### src/rtl/cml_pkg.sv
package cml_pkg;

    localparam int MASK_W = 16;
    localparam int FB_BIT = 13;
    localparam logic [MASK_W-1:0] LIVE_BITS = 16'h3FFF;

    typedef enum logic [1:0] {
        S_IDLE,
        S_LOAD,
        S_SHIFT,
        S_DONE
    } seq_state_e;

    typedef struct packed {
        logic shclk;
        logic ld_n;
        logic drv_en;
    } pin_ctl_t;

    // Mask bit that governs clock output idx; the last output is the feedback clock.
    function automatic int gate_bit(input int idx, input int n_clk);
        return (idx == n_clk - 1) ? FB_BIT : idx;
    endfunction

endpackage

### src/rtl/cml_seq.sv
module cml_seq
    import cml_pkg::*;
#(
    parameter int HALF  = 2,
    parameter int NBITS = MASK_W
) (
    input  logic     clk,
    input  logic     rst,
    input  logic     prim_rst_n,
    output pin_ctl_t pins,
    output logic     cap_stb,
    output logic     done_stb,
    output logic     load_done
);
    localparam int PER  = 2 * HALF;
    localparam int PH_W = (PER > 1) ? $clog2(PER) : 1;
    localparam int BC_W = (NBITS > 1) ? $clog2(NBITS) : 1;

    seq_state_e      st, st_n;
    logic [PH_W-1:0] ph, ph_n;
    logic [BC_W-1:0] bc, bc_n;
    logic            wrap;
    logic            running_n;

    assign wrap = (ph == PH_W'(PER - 1));

    always_comb begin
        st_n = st;
        ph_n = ph;
        bc_n = bc;
        case (st)
            S_IDLE: begin
                if (prim_rst_n) begin
                    st_n = S_LOAD;
                    ph_n = '0;
                end
            end
            S_LOAD: begin
                ph_n = wrap ? '0 : ph + 1'b1;
                if (wrap) begin
                    st_n = S_SHIFT;
                    bc_n = '0;
                end
            end
            S_SHIFT: begin
                ph_n = wrap ? '0 : ph + 1'b1;
                if (wrap) begin
                    if (bc == BC_W'(NBITS - 1)) begin
                        st_n = S_DONE;
                    end else begin
                        bc_n = bc + 1'b1;
                    end
                end
            end
            default: begin
                st_n = S_DONE;
            end
        endcase
    end

    assign running_n = (st_n == S_LOAD) || (st_n == S_SHIFT);
    assign cap_stb   = (st == S_SHIFT) && (ph == PH_W'(HALF - 1));
    assign done_stb  = (st == S_SHIFT) && wrap && (bc == BC_W'(NBITS - 1));

    always_ff @(posedge clk) begin
        if (rst) begin
            st          <= S_IDLE;
            ph          <= '0;
            bc          <= '0;
            pins.shclk  <= 1'b0;
            pins.ld_n   <= 1'b1;
            pins.drv_en <= 1'b1;
            load_done   <= 1'b0;
        end else begin
            st          <= st_n;
            ph          <= ph_n;
            bc          <= bc_n;
            pins.shclk  <= running_n && (int'(ph_n) >= HALF);
            pins.ld_n   <= (st_n != S_LOAD);
            pins.drv_en <= (st_n != S_DONE);
            load_done   <= (st_n == S_DONE);
        end
    end

endmodule

### src/rtl/cml_shreg.sv
module cml_shreg
    import cml_pkg::*;
(
    input  logic              clk,
    input  logic              rst,
    input  logic              cap_stb,
    input  logic              sdi,
    output logic [MASK_W-1:0] word
);
    always_ff @(posedge clk) begin
        if (rst) begin
            word <= '0;
        end else if (cap_stb) begin
            word <= {word[MASK_W-2:0], sdi};
        end
    end

endmodule

### src/rtl/cml_regs.sv
module cml_regs
    import cml_pkg::*;
(
    input  logic              clk,
    input  logic              rst,
    input  logic              done_stb,
    input  logic              load_done,
    input  logic              sec_rst_req,
    input  logic              cfg_wr_en,
    input  logic [MASK_W-1:0] cfg_wr_data,
    input  logic [MASK_W-1:0] sh_word,
    output logic [MASK_W-1:0] mask_q,
    output logic              sec_rst_n
);
    always_ff @(posedge clk) begin
        if (rst) begin
            mask_q    <= '0;
            sec_rst_n <= 1'b0;
        end else begin
            if (done_stb) begin
                mask_q <= sh_word & LIVE_BITS;
            end else if (cfg_wr_en && load_done) begin
                mask_q <= cfg_wr_data & LIVE_BITS;
            end
            sec_rst_n <= load_done && !sec_rst_req;
        end
    end

endmodule

### src/rtl/cml_gate.sv
module cml_gate #(
    parameter int N_CLK = 10
) (
    input  logic             clk,
    input  logic             rst,
    input  logic [N_CLK-1:0] dis_sel,
    output logic [N_CLK-1:0] clk_en
);
    for (genvar i = 0; i < N_CLK; i++) begin : g_en
        always_ff @(posedge clk) begin
            if (rst) begin
                clk_en[i] <= 1'b1;
            end else begin
                clk_en[i] <= !dis_sel[i];
            end
        end
    end

endmodule

### src/rtl/clkmask_loader.sv
module clkmask_loader
    import cml_pkg::*;
#(
    parameter int N_CLK      = 10,
    parameter int SHCLK_HALF = 2
) (
    input  logic              clk,
    input  logic              rst,
    input  logic              prim_rst_n,
    input  logic              sec_rst_req,
    output logic              sec_rst_n,
    output logic              gpio_shclk,
    output logic              gpio_ld_n,
    output logic              gpio_drv_en,
    input  logic              mask_sdi,
    input  logic              cfg_wr_en,
    input  logic [MASK_W-1:0] cfg_wr_data,
    output logic [MASK_W-1:0] cfg_rd_data,
    output logic [N_CLK-1:0]  clk_en
);
    pin_ctl_t          pins;
    logic              cap_stb;
    logic              done_stb;
    logic              load_done;
    logic [MASK_W-1:0] sh_word;
    logic [MASK_W-1:0] mask_q;
    logic [N_CLK-1:0]  dis_sel;

    cml_seq #(
        .HALF (SHCLK_HALF),
        .NBITS(MASK_W)
    ) u_seq (
        .clk       (clk),
        .rst       (rst),
        .prim_rst_n(prim_rst_n),
        .pins      (pins),
        .cap_stb   (cap_stb),
        .done_stb  (done_stb),
        .load_done (load_done)
    );

    cml_shreg u_shreg (
        .clk    (clk),
        .rst    (rst),
        .cap_stb(cap_stb),
        .sdi    (mask_sdi),
        .word   (sh_word)
    );

    cml_regs u_regs (
        .clk        (clk),
        .rst        (rst),
        .done_stb   (done_stb),
        .load_done  (load_done),
        .sec_rst_req(sec_rst_req),
        .cfg_wr_en  (cfg_wr_en),
        .cfg_wr_data(cfg_wr_data),
        .sh_word    (sh_word),
        .mask_q     (mask_q),
        .sec_rst_n  (sec_rst_n)
    );

    for (genvar i = 0; i < N_CLK; i++) begin : g_sel
        assign dis_sel[i] = mask_q[gate_bit(i, N_CLK)];
    end

    cml_gate #(
        .N_CLK(N_CLK)
    ) u_gate (
        .clk    (clk),
        .rst    (rst),
        .dis_sel(dis_sel),
        .clk_en (clk_en)
    );

    assign gpio_shclk  = pins.shclk;
    assign gpio_ld_n   = pins.ld_n;
    assign gpio_drv_en = pins.drv_en;
    assign cfg_rd_data = mask_q;

endmodule

### config.mk
export PLATFORM = sky130hd
export DESIGN_NAME = clkmask_loader
export DESIGN_NICKNAME = d
export VERILOG_FILES = /design/src/rtl/cml_pkg.sv /design/src/rtl/cml_seq.sv /design/src/rtl/cml_shreg.sv /design/src/rtl/cml_regs.sv /design/src/rtl/cml_gate.sv /design/src/rtl/clkmask_loader.sv
export SDC_FILE = /design/constraint.sdc
export NUM_CORES = 1
export LEC_CHECK = 0
export ABC_AREA = 1
export ABC_CLOCK_PERIOD_IN_PS = 2160
export BUFFER_PORTS_ARGS = -buffer_cell sky130_fd_sc_hd__buf_4
export CORE_MARGIN = 2
export CORE_UTILIZATION = 47
export CTS_BUF_LIST = sky130_fd_sc_hd__clkbuf_8
export DETAILED_ROUTE_END_ITERATION = 10
export GPL_TIMING_DRIVEN = 0
export HOLD_SLACK_MARGIN = 0.1
export PLACE_DENSITY = 0.79
export SLEW_MARGIN = 5
export SYNTH_ARGS = -nofsm -noshare
export SYNTH_HDL_FRONTEND = slang
export SYNTH_HIERARCHICAL = 1
export SYNTH_SLANG_ARGS = --single-unit
### constraint.sdc
create_clock -name clk -period 2.16 [get_ports clk]
set_input_delay 0.108 -clock clk [delete_from_list [all_inputs] [get_ports clk]]
set_output_delay 0.108 -clock clk [all_outputs]
set_load 0.02 [all_outputs]
Word level (Yosys, flattened, before mapping)

Cells that the tools add are included.

Register bits: 51
Bits in latches: 0
Memory bits (writable): 0
Bits in read-only memories: 0
Input port bits: 22
Word-level logic and storage cells: 73
Memories kept: 0

Add/subtract/negate cells: 2
$mul: 0
Divide/modulo/power cells: 0
$lt $le $gt $ge: 1
Equality and inequality tests: 13
Shift operators: 0
Muxes and demuxes: 14
Bitwise gates (word level): 0
Reductions and logical operators: 23

Operators with widths:

| kind                                                                     | number |
|---|---|
| 14-bit two-way mux                                                       | 2 |
| 2-bit two-way mux                                                        | 6 |
| 4-bit two-way mux                                                        | 3 |
| 1-bit logical NOT                                                        | 11 |
| 2-bit equality test (second input constant)                              | 4 |
| 4-bit one-hot mux with 2 select lines                                    | 1 |
| 2-bit by 1-bit equality test with 1-bit output (second input constant)   | 3 |
| 1-bit logical AND                                                        | 6 |
| 2-bit by 1-bit inequality test with 1-bit output (second input constant) | 3 |
| 2-bit one-hot mux with 3 select lines                                    | 1 |
| 4-bit by 1-bit adder with 4-bit output (second input constant)           | 1 |
| 4-bit equality test (second input constant)                              | 1 |
| 2-bit inequality test (second input constant)                            | 2 |
| 2-bit one-hot mux with 2 select lines                                    | 1 |
| 4-bit AND reduction                                                      | 1 |
| 2-bit nonzero test                                                       | 2 |
| 2-bit by 1-bit adder with 2-bit output (second input constant)           | 1 |
| 2-bit >= comparator (second input constant)                              | 1 |
| 2-bit logical NOT                                                        | 1 |
| 2-bit OR reduction                                                       | 1 |
| 1-bit logical OR                                                         | 1 |

Depth between registers and ports, before layout

Depth in word-level cells: 7
Gate-level depth with buffers: 14

By module

Netlist, hierarchy kept.

By module, submodules not included:

| module    | instances | cells each | area each (µm²) | sequential area each (µm²) |
|---|---|---|---|---|
| cml_regs  | 1         | 143        | 884.6           | 300.3 |
| cml_seq   | 1         | 98         | 740.7           | 240.2 |
| cml_shreg | 1         | 101        | 670.6           | 320.3 |
| cml_gate  | 1         | 21         | 241.5           | 200.2 |

Worst setup path after synthesis

No wires, ideal clock.

Kind: reg-to-reg
Start: register u_seq.st[0]
End: register u_seq/pins[2] (netlist name)
Arrival time: 1.706 ns
Data required time: 2.044 ns
Slack: 0.338 ns
Cell stages (with the launch flop): 11
Clock period less this slack: 1.822 ns
Cells stage by stage: dfxtp_1 inv_1 ha_1 buf_6 or2_1 buf_6 o211ai_2 nand3b_2 ha_1 o21ai_0 nor2_1

Cells in the longest elaborated chain, start to end: 6
Elaborated cells on any way between the ends: 15

Ends and longest elaborated chain:

| item                                                                                  | RTL line      | source |
|---|---|---|
| start: declaration                                                                    | cml_seq.sv:19 | `seq_state_e st, st_n;` |
| start signal: assignment                                                              | cml_seq.sv:75 | `st <= st_n;` |
| 2-bit two-way mux                                                                     | cml_seq.sv:48 | `if (bc == BC_W'(NBITS - 1)) begin` |
| 2-bit two-way mux                                                                     | cml_seq.sv:47 | `if (wrap) begin` |
| 2-bit one-hot mux with 3 select lines (*)                                             | cml_seq.sv:31 | `case (st)` |
| net u_seq.st_n[0]                                                                     | cml_seq.sv:19 |  |
| 2-bit by 1-bit equality test with 1-bit output or 2-bit equality test (tied branches) | cml_seq.sv:61 | `assign running_n = (st_n == S_LOAD) \|\| (st_n == S_SHIFT);` |
| 1-bit logical OR (*)                                                                  | cml_seq.sv:61 |  |
| 1-bit logical AND (*)                                                                 | cml_seq.sv:78 | `pins.shclk <= running_n && (int'(ph_n) >= HALF);` |

Mark *: on every way through the listed nets, which the timed path passes. The rest lies on a longest branch.
A chain may end at the register's enable or synchronous reset.

Worst setup path after layout

Start: register u_seq.st[0]
End: register u_seq/pins[2] (netlist name)

Cells in the longest elaborated chain, start to end: 6
Elaborated cells on any way between the ends: 15

Ends and longest elaborated chain:

| item                                                                                  | RTL line |
|---|---|
| 2-bit two-way mux                                                                     | cml_seq.sv:48 |
| 2-bit two-way mux                                                                     | cml_seq.sv:47 |
| 2-bit one-hot mux with 3 select lines (*)                                             | cml_seq.sv:31 |
| net u_seq.st_n[0]                                                                     | cml_seq.sv:19 |
| 2-bit by 1-bit equality test with 1-bit output or 2-bit equality test (tied branches) | cml_seq.sv:61 |
| 1-bit logical OR (*)                                                                  | cml_seq.sv:61 |
| 1-bit logical AND (*)                                                                 | cml_seq.sv:78 |

Marked as above.

==> impl_metrics.prom <==
# TYPE chip_impl_metric gauge
chip_impl_metric{name="area_delta_synth_final",unit="%"} 25.18
chip_impl_metric{name="crit_path_max_incr_delay",unit="ps"} 430
chip_impl_metric{name="dpl_worst_slack",unit="ps"} 166.0
chip_impl_metric{name="timing.final.crit_period",unit="ps"} 2022
chip_impl_metric{name="cts_h_tree_lvls",unit=""} 2
chip_impl_info{name="final_cell_mix",value="112 x nand2_1, 69 x nor2_1, 52 x buf_4"} 1
chip_impl_metric{name="fp.dieW",unit="um"} 76.35
chip_impl_metric{name="num_io_pins",unit=""} 52
chip_impl_metric{name="detail-route-antenna-nets",unit=""} 0
chip_impl_metric{name="route.final.wire_length",unit="um"} 5064
chip_impl_metric{name="initial_standard_cell_utilization_of_the_core",unit="%"} 48.47
chip_impl_metric{name="totalNegativeSetupSlack",unit="ps"} 0
chip_impl_metric{name="grt_use_met2",unit="%"} 31.33
chip_impl_info{name="cts.root.buffer_cell",value="clkbuf_8"} 1
chip_impl_metric{name="clk_path_buf_depth",unit=""} 2
chip_impl_metric{name="routed_wire_per_std_cell",unit="um"} 10.44
chip_impl_info{name="setup.worst_path.class",value="register to register"} 1
chip_impl_metric{name="place_hpwl",unit="um"} 3727
chip_impl_metric{name="clkSinkCount",unit=""} 51
chip_impl_metric{name="power.leakage",unit="nW"} 1.490
chip_impl_metric{name="postSynthCellCount",unit=""} 351
chip_impl_info{name="cpMaxStageDelayCell",value="dfxtp_1"} 1
chip_impl_metric{name="cts.clk_slew.worst_paths",unit="ps"} 100
chip_impl_metric{name="worst-endpoint-arrival",unit="ps"} 2230
chip_impl_metric{name="proportion_of_layout_cells_with_a_drive_suffix_above_1",unit="%"} 21.69
chip_impl_metric{name="power_per_cell_area",unit="nW/um^2"} 547.6
chip_impl_metric{name="power.ir.vdd_worst",unit="mV"} 0.3020
chip_impl_metric{name="stdcell_area",unit="um^2"} 3079
chip_impl_info{name="most_common_cell_after_layout_fill_and_taps_aside",value="nand2_1"} 1
chip_impl_metric{name="average_via_count_per_standard_cell",unit=""} 4.441
chip_impl_metric{name="yosysWarnings",unit=""} 6
chip_impl_metric{name="grt_first_pass_wirelength",unit="um"} 8652
chip_impl_metric{name="setup_viol",unit=""} 0
chip_impl_metric{name="post-route-drc-count",unit=""} 0
chip_impl_metric{name="gr-usage-met3",unit="%"} 4.147
chip_impl_metric{name="grt.met1_usage",unit="%"} 21.76
chip_impl_metric{name="cts_inserted_buffers",unit=""} 5
chip_impl_metric{name="rows",unit=""} 26
chip_impl_metric{name="worst_skew_pair.late_latency",unit="ps"} 310
chip_impl_info{name="crit_path_start_kind",value="register"} 1
chip_impl_metric{name="nNetsFinal",unit=""} 446
chip_impl_info{name="rsz0062_at_grt",value="false"} 1
chip_impl_metric{name="globalRoute.totalOverflow",unit=""} 0
chip_impl_metric{name="fp.dieArea",unit="um^2"} 5829
chip_impl_metric{name="floorplan.die.height",unit="um"} 76.35
chip_impl_metric{name="largest_net_degree_at_the_start_of_global_routing",unit=""} 19
chip_impl_metric{name="first_global_vias",unit=""} 1971
chip_impl_metric{name="mappedNetlistArea",unit="um^2"} 2460
chip_impl_metric{name="place.gp.congestion",unit=""} 0.8000
chip_impl_metric{name="max_freq",unit="GHz"} 0.4945
chip_impl_metric{name="syn-mean-instance-area",unit="um^2"} 7.008
chip_impl_info{name="status",value="finished clean"} 1
chip_impl_metric{name="critical_path_peak_fanout",unit=""} 8
chip_impl_metric{name="layout.cells.non_filler",unit=""} 485
chip_impl_metric{name="grt_antenna_before_repair",unit=""} 0
chip_impl_metric{name="drt_first_pass_iters",unit=""} 4
chip_impl_metric{name="place.port_buffers",unit=""} 47
chip_impl_metric{name="route.vias.total",unit=""} 2154
chip_impl_metric{name="final.fill_count",unit=""} 466
chip_impl_metric{name="global_route.usage.total",unit="%"} 18.21
chip_impl_metric{name="timing.max_cap.violations",unit=""} 0
chip_impl_info{name="hp-class",value="input pin to register"} 1
chip_impl_metric{name="place.detailed.instances",unit=""} 469
chip_impl_metric{name="detail_route.iter0.violations",unit=""} 110
chip_impl_metric{name="period_share",unit="%"} 93.63
chip_impl_metric{name="total_placed_instance_area",unit="um^2"} 2904
chip_impl_metric{name="clock-skew-final",unit="ps"} 12.61
chip_impl_info{name="end_kind",value="register"} 1
chip_impl_info{name="tritoncts",value="done"} 1
chip_impl_metric{name="antenna_cells_inserted",unit=""} 0
chip_impl_metric{name="core_area",unit="um^2"} 5075
chip_impl_metric{name="slew_violations",unit=""} 0
chip_impl_info{name="grt-busiest-layer",value="met2"} 1
chip_impl_metric{name="hold_viol",unit=""} 0
chip_impl_metric{name="setup_ws",unit="ps"} 137.6
chip_impl_info{name="path_cells",value="inv_1, ha_1, buf_6, or2_1, buf_6, o211ai_2, nand3b_2, ha_1, o21ai_0, nor2_1"} 1
chip_impl_metric{name="cp.required",unit="ps"} 2370
power by group:
part / internal, mW / total, mW / switching [mW]
Clock: 0.239 / 0.581 / 0.342
Combinational: 0.0731 / 0.150 / 0.0770
Sequential: 0.948 / 0.955 / 0.00722
path summary, 6_finish.rpt:
| check | from | to | slack [ps] | cells after the start |
|---|---|---|---|---|
| setup / recovery | u_seq/st[0]$_SDFF_PP0_ | u_seq/pins[2]$_SDFF_PP0_ | 140 | 10 |
| hold / removal | cfg_wr_data[6] | u_regs/mask_q[6]$_SDFFE_PP0P_ | 100 | 5 |
| setup reg to reg | u_seq/st[0]$_SDFF_PP0_ | u_seq/pins[2]$_SDFF_PP0_ | 140 | 10 |
| hold reg to reg | u_regs/mask_q[8]$_SDFFE_PP0P_ | u_gate/clk_en[8]$_SDFF_PP1_ | 410 | 1 |
final cells by class:
cell class                      count  area (um^2)  share of cell area (%)
Inverter                           51        196.4                   6.380
Buffer                             16        161.4                   5.242
Multi-Input combinational cell    234         1085                   35.23
Timing Repair Buffer               55        432.9                   14.06
Sequential cell                    51         1021                   33.16
Clock buffer                        5        68.82                   2.235
Clock inverter                      3        26.28                  0.8533
Tap cell                           70        87.58                   2.844
through the flow:
step	hold WS, ps	utilization (%)	total power, mW
floorplan	179.5	-	1.061
global placement	265.2	57.22	1.110
detailed placement	267.8	57.22	1.114
CTS	102.0	60.68	1.706
global route	107.9	60.68	1.766
finish	104.9	60.68	1.686
critical path, delay by kind of cell, from the launching register on:
kind | cells | cell delay (ps)
buffers and inverters | 3 | 390
and+or+nand+nor | 3 | 430
AOI/OAI and AO/OA | 2 | 140
adders and majority gates | 2 | 540
DFF | 1 | 430
registers in the layout, summed over array words and instances, names as in the netlist:
register          count
u_regs/sec_rst_n      1
u_seq/bc              4
u_seq/pins            3
u_shreg/word         14
u_seq/ph              2
u_gate/clk_en        10
u_seq/load_done       1
u_seq/st              2
u_regs/mask_q        14
timing repair:
action                    CTS  global route
buffers inserted            0             0
hold endpoints to repair   16             0
resized for setup           0             0
hold buffers                8             0
routing by layer:
layer	wire length [um]	share of wire [%]
met1	2347	46
met2	2401	47
met3	195	3.9
met4	119	2.3
met5	0	0
No activity file was read; power rests on OpenSTA's default activity.
